--- src/rtl/miim_phy_pkg.sv ---
package miim_phy_pkg;
  localparam int DATA_W      = 16;
  localparam int CTRL_IDX    = 0;
  localparam int STAT_IDX    = 1;
  localparam int AN_DONE_BIT = 5;
  localparam int LINK_BIT    = 2;
  localparam int SRESET_BIT  = 15;

  // power-on contents of each register index
  function automatic logic [DATA_W-1:0] phy_reset_value(input int idx);
    case (idx)
      0:       return 16'h1140;
      1:       return 16'h7968;
      2:       return 16'h0022;
      3:       return 16'h1550;
      4:       return 16'h01E1;
      5:       return 16'hCDE1;
      default: return '0;
    endcase
  endfunction

  // force the two link-derived status bits to the given level
  function automatic logic [DATA_W-1:0] status_force(input logic [DATA_W-1:0] v,
                                                     input logic up);
    logic [DATA_W-1:0] r;
    r = v;
    r[AN_DONE_BIT] = up;
    r[LINK_BIT]    = up;
    return r;
  endfunction

  // pull an unsigned field out of a word
  function automatic logic [31:0] field_get(input logic [31:0] word, input int lsb,
                                            input int width);
    return (word >> lsb) & ((32'd1 << width) - 32'd1);
  endfunction
endpackage

--- src/rtl/miim_phy_regfile.sv ---
module miim_phy_regfile
  import miim_phy_pkg::*;
#(
  parameter int REG_ADDR_W = 5,
  localparam int NUM_REGS  = 1 << REG_ADDR_W
) (
  input  logic                       clk,
  input  logic                       rst_n,
  input  logic                       reg_wr,
  input  logic [REG_ADDR_W-1:0]      wr_idx,
  input  logic [DATA_W-1:0]          wr_data,
  input  logic                       soft_reset,
  input  logic                       an_set,
  input  logic                       link_evt,
  input  logic                       link_level,
  output logic [NUM_REGS*DATA_W-1:0] regs_flat
);
  for (genvar i = 0; i < NUM_REGS; i++) begin : g_reg
    logic [DATA_W-1:0] cur;
    logic [DATA_W-1:0] nxt;

    always_comb begin
      nxt = cur;
      if (reg_wr && (wr_idx == REG_ADDR_W'(i))) nxt = wr_data;
      if (i == STAT_IDX) begin
        if (an_set)   nxt[AN_DONE_BIT] = 1'b1;
        if (link_evt) nxt = status_force(nxt, link_level);
      end
    end

    always_ff @(posedge clk) begin
      if (!rst_n)          cur <= phy_reset_value(i);
      else if (soft_reset) cur <= phy_reset_value(i);
      else                 cur <= nxt;
    end

    assign regs_flat[i*DATA_W +: DATA_W] = cur;
  end

  logic [DATA_W-1:0] stat_now;
  logic [DATA_W-1:0] ctrl_now;
  assign stat_now = regs_flat[STAT_IDX*DATA_W +: DATA_W];
  assign ctrl_now = regs_flat[CTRL_IDX*DATA_W +: DATA_W];

  // link rise sets both status bits, link fall clears them
  a_r5_link_rise: assert property (@(posedge clk) disable iff (!rst_n)
    (link_evt && link_level && !soft_reset) |=> (stat_now[AN_DONE_BIT] && stat_now[LINK_BIT]));
  a_r5_link_fall: assert property (@(posedge clk) disable iff (!rst_n)
    (link_evt && !link_level && !soft_reset) |=> (!stat_now[AN_DONE_BIT] && !stat_now[LINK_BIT]));
  // control write completes auto-negotiation
  a_r6_an_complete: assert property (@(posedge clk) disable iff (!rst_n)
    (an_set && !(link_evt && !link_level)) |=> stat_now[AN_DONE_BIT]);
  // soft reset reloads the control register
  a_r7_ctrl_reload: assert property (@(posedge clk) disable iff (!rst_n)
    soft_reset |=> (ctrl_now == phy_reset_value(CTRL_IDX)));
endmodule

--- config.mk ---
export PLATFORM = sky130hd
export DESIGN_NAME = miim_phy_regfile
export DESIGN_NICKNAME = d
export VERILOG_FILES = /design/src/rtl/miim_phy_pkg.sv /design/src/rtl/miim_phy_regfile.sv
export SDC_FILE = /design/constraint.sdc
export NUM_CORES = 1
export LEC_CHECK = 0
export BUFFER_PORTS_ARGS = -buffer_cell sky130_fd_sc_hd__buf_2
export CORE_AREA = 2 2 209 211
export DETAILED_ROUTE_END_ITERATION = 7
export DIE_AREA = 0 0 211 213
export GPL_TIMING_DRIVEN = 0
export PLACE_DENSITY = 0.72
export SLEW_MARGIN = 15
export SYNTH_ARGS = -nofsm -noshare
export SYNTH_HDL_FRONTEND = slang
export SYNTH_SLANG_ARGS = --single-unit
export TNS_END_PERCENT = 30
--- constraint.sdc ---
create_clock -name clk -period 2.18 [get_ports clk]
set_input_delay 0.436 -clock clk [delete_from_list [all_inputs] [get_ports clk]]
set_output_delay 0.436 -clock clk [all_outputs]
set_load 0.01 [all_outputs]
Word level (Yosys, flattened, before mapping)
Cells that the tools add are included.

word-level totals
  bits in registers = 512
  latch bits = 0
  memory bits (writable) = 0
  ROM bits = 0
  bits of input ports = 28
  output and inout port bits = 512
  word-level logic and storage cells = 105
  memories kept = 0

operators by class
  add/sub/neg operators = 0
  multiply operators = 0
  divide/modulo/power cells = 0
  magnitude comparators = 0
  equal/unequal tests = 31
  shift-type cells = 0
  muxes and demuxes = 3
  bitwise operators = 1
  reduce and logical (&&, ||, !) cells = 36

operator list
  cell                                           number
  == test 5 bit, second input constant           16
  == test 5 x 4 -> 1 bit, second input constant  8
  logical AND 1 bit                              32
  == test 5 x 3 -> 1 bit, second input constant  4
  2-to-1 mux 16 bit                              1
  == test 5 x 2 -> 1 bit, second input constant  2
  2-to-1 mux 6 bit                               1
  == test 5 x 1 -> 1 bit, second input constant  1
  logical NOT 5 bit                              1
  nonzero test 3 bit                             1
  nonzero test 2 bit                             1
  OR reduction 2 bit                             1
  2-to-1 mux 1 bit                               1
  NOT 1 bit                                      1

Depth between registers and ports, before layout
  word-level depth = 5
  mapped depth = 6
  depth with buffers taken out = 3

Worst setup path after synthesis
No wires, ideal clock.

  kind = input to register
  start = in wr_idx[4]
  end = reg g_reg[1].cur[11]
  library setup time = 0.137 ns
  data arrival time = 1.429 ns
  data required time = 2.043 ns
  path slack = 0.614 ns
  stages = 5
  buffers on the path = 2
  path through = or4b_1 buf_4 buf_6 o21ai_1 nand3_1

between the ends
  longest elaborated chain between the ends = 3

RTL lines
  item                    line                    text
  start: declaration      miim_phy_regfile.sv:10  input logic [REG_ADDR_W-1:0] wr_idx,
  == test 5 x 1 -> 1 bit  miim_phy_regfile.sv:24  if (reg_wr && (wr_idx == REG_ADDR_W'(i))) nxt = wr_data;
  logical AND 1 bit       miim_phy_regfile.sv:24
  2-to-1 mux 16 bit       miim_phy_regfile.sv:24
  end signal: assignment  miim_phy_regfile.sv:32  if (!rst_n) cur <= phy_reset_value(i);
  end signal: assignment  miim_phy_regfile.sv:33  else if (soft_reset) cur <= phy_reset_value(i);
  end signal: assignment  miim_phy_regfile.sv:34  else cur <= nxt;
  end: declaration        miim_phy_regfile.sv:19  logic [DATA_W-1:0] cur;

No other way between the ends. The select of a mux whose other input is x is not followed.
A chain may end at the register's enable or synchronous reset.

Worst setup path after layout
  start = in soft_reset
  end = reg g_reg[6].cur[9]

between the ends
  longest elaborated chain between the ends = 1

RTL lines
  item                          line                    text
  start: declaration            miim_phy_regfile.sv:12  input logic soft_reset,
  OR reduction 2 bit (no line)  n/a
  end signal: assignment        miim_phy_regfile.sv:32
  end signal: assignment        miim_phy_regfile.sv:33
  end signal: assignment        miim_phy_regfile.sv:34
  end: declaration              miim_phy_regfile.sv:19

No other way between the ends.

==> metrics.md <==
| Metric | Value |
|---|---|
| Outcome | completed |
| Critical path endpoint category | flop |
| Clock Path Buffers | 3 |
| Fin Setup TNS | 0 ns |
| M1 WL | around 33000 µm |
| Synthesis-to-finish area growth | 26.67% |
| Post-route insts no fill | 3594 |
| RSZ-0062 raised after global routing | no |
| Tmin final | approximately 1.9 ns |
| Seq pwr share | 0.456 |
| Placed Area | approximately 0.023 mm² |
| Antenna violations before repair | 5 |
| Finished Cell Area | about 0.025 mm² |
| Worst hold path startpoint | soft_reset |
| Total GRT Usage | 0.3772 |
| Postcts setup bufs | 0 |
| Cell Count Post-Placement | around 3500 |
| Core region area | ~0.043 mm² |
| CTS tree | done |
| Setup violations, final | 0 |
| Crit-path max FO | 10 |
| Syn Area/Cell | approximately 8.2 µm² |
| WHS Endpoint | g_reg[5].cur[5]$_SDFFE_PP1P_ |
| Number of global-route vias before repair | a little over 20000 |
| Clock Sinks | between 500 and 600 |
| Io pins | 540 |
| Static leakage | between 9 and 10 nW |
| Max-cap viol count | 0 |
| Routed WL | ~90000 µm |
| Seq/Total Area, Yosys | 0.5179 |
| Layout cells sized above 1 | 0.2401 |
| Vias per inst | slightly above 6 |
| Psw | 5.148 mW |
| CP startpoint kind | primary input |
| Routed len/inst | between 20 and 25 µm |
| Met3 wire length | 10630 µm |
| # fillers | a little under 4000 |
| PwrDens | 822.4 mW/mm² |
| Worst Hold Class | primary input to flop |
| Pwr Total | 20.62 mW |
| Crit path kind | primary input to flop |
| Synthesized Nets | 2433 |
| CP arrival | about 2.4 ns |
| Die height | roughly 210 µm |
| Cts bufs inserted | 54 |
| Core Util, Final | 0.5872 |
| Clk_lat worst skew | 0.61 ns |
| Worst reg2reg path depth | 2 |
| Initial DRC count | 2947 |
| CTS resizes | 0 |
| Largest net degree at the start of global routing | 14 |
| First-pass GRT wire length | 127400 µm |
| Synthesized cell area | between 0.015 and 0.02 mm² |
| Row cnt | 76 |
| Clk network pwr share | 0.478 |
| Max-slew violations | 0 |
| Slew @ Worst Pin | about 1.3 ns |
| Ys Warns | 0 |
| Vias after detailed routing | roughly 22000 |
| Period utilization | 0.8649 |
| Syn Inst Count | between 2000 and 2500 |
| Register bit count reported by yosys | 512 |
| Cell Int Power | between 15 and 20 mW |
| Total number of H-tree levels | 2 |
| GP Congestion | just under 1 |
| R2R Path End | g_reg[7].cur[14]$_SDFFE_PP0P_ |
| Worst VDD drop | 631.9 µV |
| Grt ovf | 0 |
| ANT nets after route | 0 |
| Worst R2R Setup Slack | ~1.4 ns |
| Die width | 211 µm |
| HPWL after DPL | between 60000 and 70000 µm |
| Reg-to-reg startpoint | g_reg[7].cur[14]$_SDFFE_PP0P_ |
| Setup Skew | 0 ns |
| Achievable frequency | ~0.53 GHz |
| Clk pin slew, worst setup/hold paths | roughly 0.060 ns |
| Die area | roughly 0.045 mm² |
| # nets final | about 3000 |
| Port buffer count | around 540 |
| Starting Density | 0.4635 |
| CTS root buf | clkbuf_16 |
| Final hold violations | 0 |
| Top layer in use | met5 |
| Switch share | 0.2497 |
| Hold path cells | 3 |
| Relative slew margins | 0.1312 |
| Met2 wire len | about 40000 µm |
| Hold buffer count at cts | 0 |
| Logic pwr share | 0.067 |
| # DRC | 0 |
| CP required | around 2.7 ns |
| Unique masters post-synth | 28 |
| Total iterations of the first detailed-routing run | 6 |
[per-stage QoR]
step | hold slack [ns] | setup slack, ns
floorplan | 0.4984 | 0.6142
global placement | 0.4574 | -0.2569
detailed placement | 0.4640 | -0.3126
CTS | 0.1128 | 0.3218
global route | 0.1351 | 0.2202
finish | 0.1359 | 0.2946
[worst max path at each step]
stage                           from                            end  cells after the start
final                     soft_reset   g_reg[6].cur[9]$_SDFFE_PP0P_                      7
after global routing      soft_reset  g_reg[8].cur[12]$_SDFFE_PP0P_                      7
after CTS                 soft_reset   g_reg[6].cur[9]$_SDFFE_PP0P_                      7
after detailed placement  soft_reset  g_reg[6].cur[12]$_SDFFE_PP0P_                      7
after global placement    soft_reset   g_reg[5].cur[2]$_SDFFE_PP0P_                      7
after floorplan            wr_idx[4]  g_reg[1].cur[11]$_SDFFE_PP1P_                      5
[power by group through the flow]
stage | combinational [mW] | clock [mW] | sequential, mW
3_5_place_dp | 1.30 | 0 | 9.61
6_report | 1.37 | 9.85 | 9.40
3_3_place_gp | 1.28 | 0 | 9.61
4_1_cts | 1.31 | 9.83 | 9.40
2_1_floorplan | 0.704 | 0 | 9.62
5_1_grt | 1.42 | 10.2 | 9.40
[cell usage after synthesis, drive strengths merged]
cell type	n	share of area
dfxtp	512	0.52
and4b	3	0.0015
nor2	1	0.00019
nand3	542	0.14
or2	1	0.00032
buf	107	0.038
nor2b	4	0.0013
a211oi	1	0.00038
nor4	2	0.00063
nor4b	1	0.00076
a32oi	1	0.00044
a21oi	479	0.12
nand4	1	0.00063
o21ai	511	0.13
clkbuf	222	0.042
nand4bb	3	0.0017
and2	1	0.00032
and4	1	0.00044
nor3	1	0.00025
nand2	1	0.00019
nand2b	3	0.00095
nand4b	3	0.0023
or4b	1	0.00051
and4bb	3	0.0019
[metal layers]
| metal | GRT usage | vias up |
|---|---|---|
| li1 | - | 9804 |
| met1 | 0.4740 | 10550 |
| met2 | 0.5813 | 1603 |
| met3 | 0.09281 | 359 |
| met4 | 0.2399 | 4 |
| met5 | 0 | - |
[critical path, cell delays in order]
cell,delay [ns]
buf_2,0.09
nand2b_1,0.10
clkbuf_1,0.45
buf_2,0.41
buf_2,0.30
clkbuf_1,0.45
a21oi_1,0.10
[area by class of cell]
cell class | count | area (µm²) | share of cell area
clock inverters | 20 | 266.5 | 0.01063
plain buffers | 329 | 1585 | 0.06323
multi-input cells | 1564 | 7958 | 0.3174
diodes | 4 | 10.01 | 0.0003993
repair buffers | 539 | 2698 | 0.1076
flip-flops and latches | 512 | 10250 | 0.4088
well taps | 546 | 683.2 | 0.02725
clock buffers | 80 | 1620 | 0.06463
[kinds of logic (layout without fill, tap and decap cells)]
kind of cell,Yosys count,in the layout,share of synthesized area
buffers and inverters,329,968,0.08004
AND/OR/NAND/NOR,572,572,0.1509
AO/OA/AOI/OAI,992,992,0.2512
flip-flops,512,512,0.5179
other,0,4,0
[cells in the final DEF (no fill, tap or decap), types with 2 or more instances in the layout]
| cell type | instances |
|---|---|
| nand4b_2 | 3 |
| buf_2 | 566 |
| buf_1 | 14 |
| clkbuf_16 | 55 |
| o21ai_0 | 450 |
| clkinvlp_4 | 2 |
| o21ai_1 | 61 |
| buf_4 | 48 |
| nor4_1 | 2 |
| and4bb_2 | 3 |
| clkinv_2 | 9 |
| clkbuf_8 | 15 |
| diode_2 | 4 |
| nor2b_1 | 4 |
| clkbuf_1 | 231 |
| buf_6 | 18 |
| nand3_1 | 542 |
| clkinv_4 | 2 |
| a21oi_1 | 479 |
| nand4bb_1 | 3 |
| bufinv_16 | 6 |
| nand2b_1 | 3 |
| dfxtp_1 | 512 |
| and4b_1 | 3 |
[sequential cells by signal (all words and copies together), names as in the netlist]
| name | flops |
|---|---|
| g.cur | 496 |
| ctrl_now | 16 |
(Power assumes the default switching activity.)
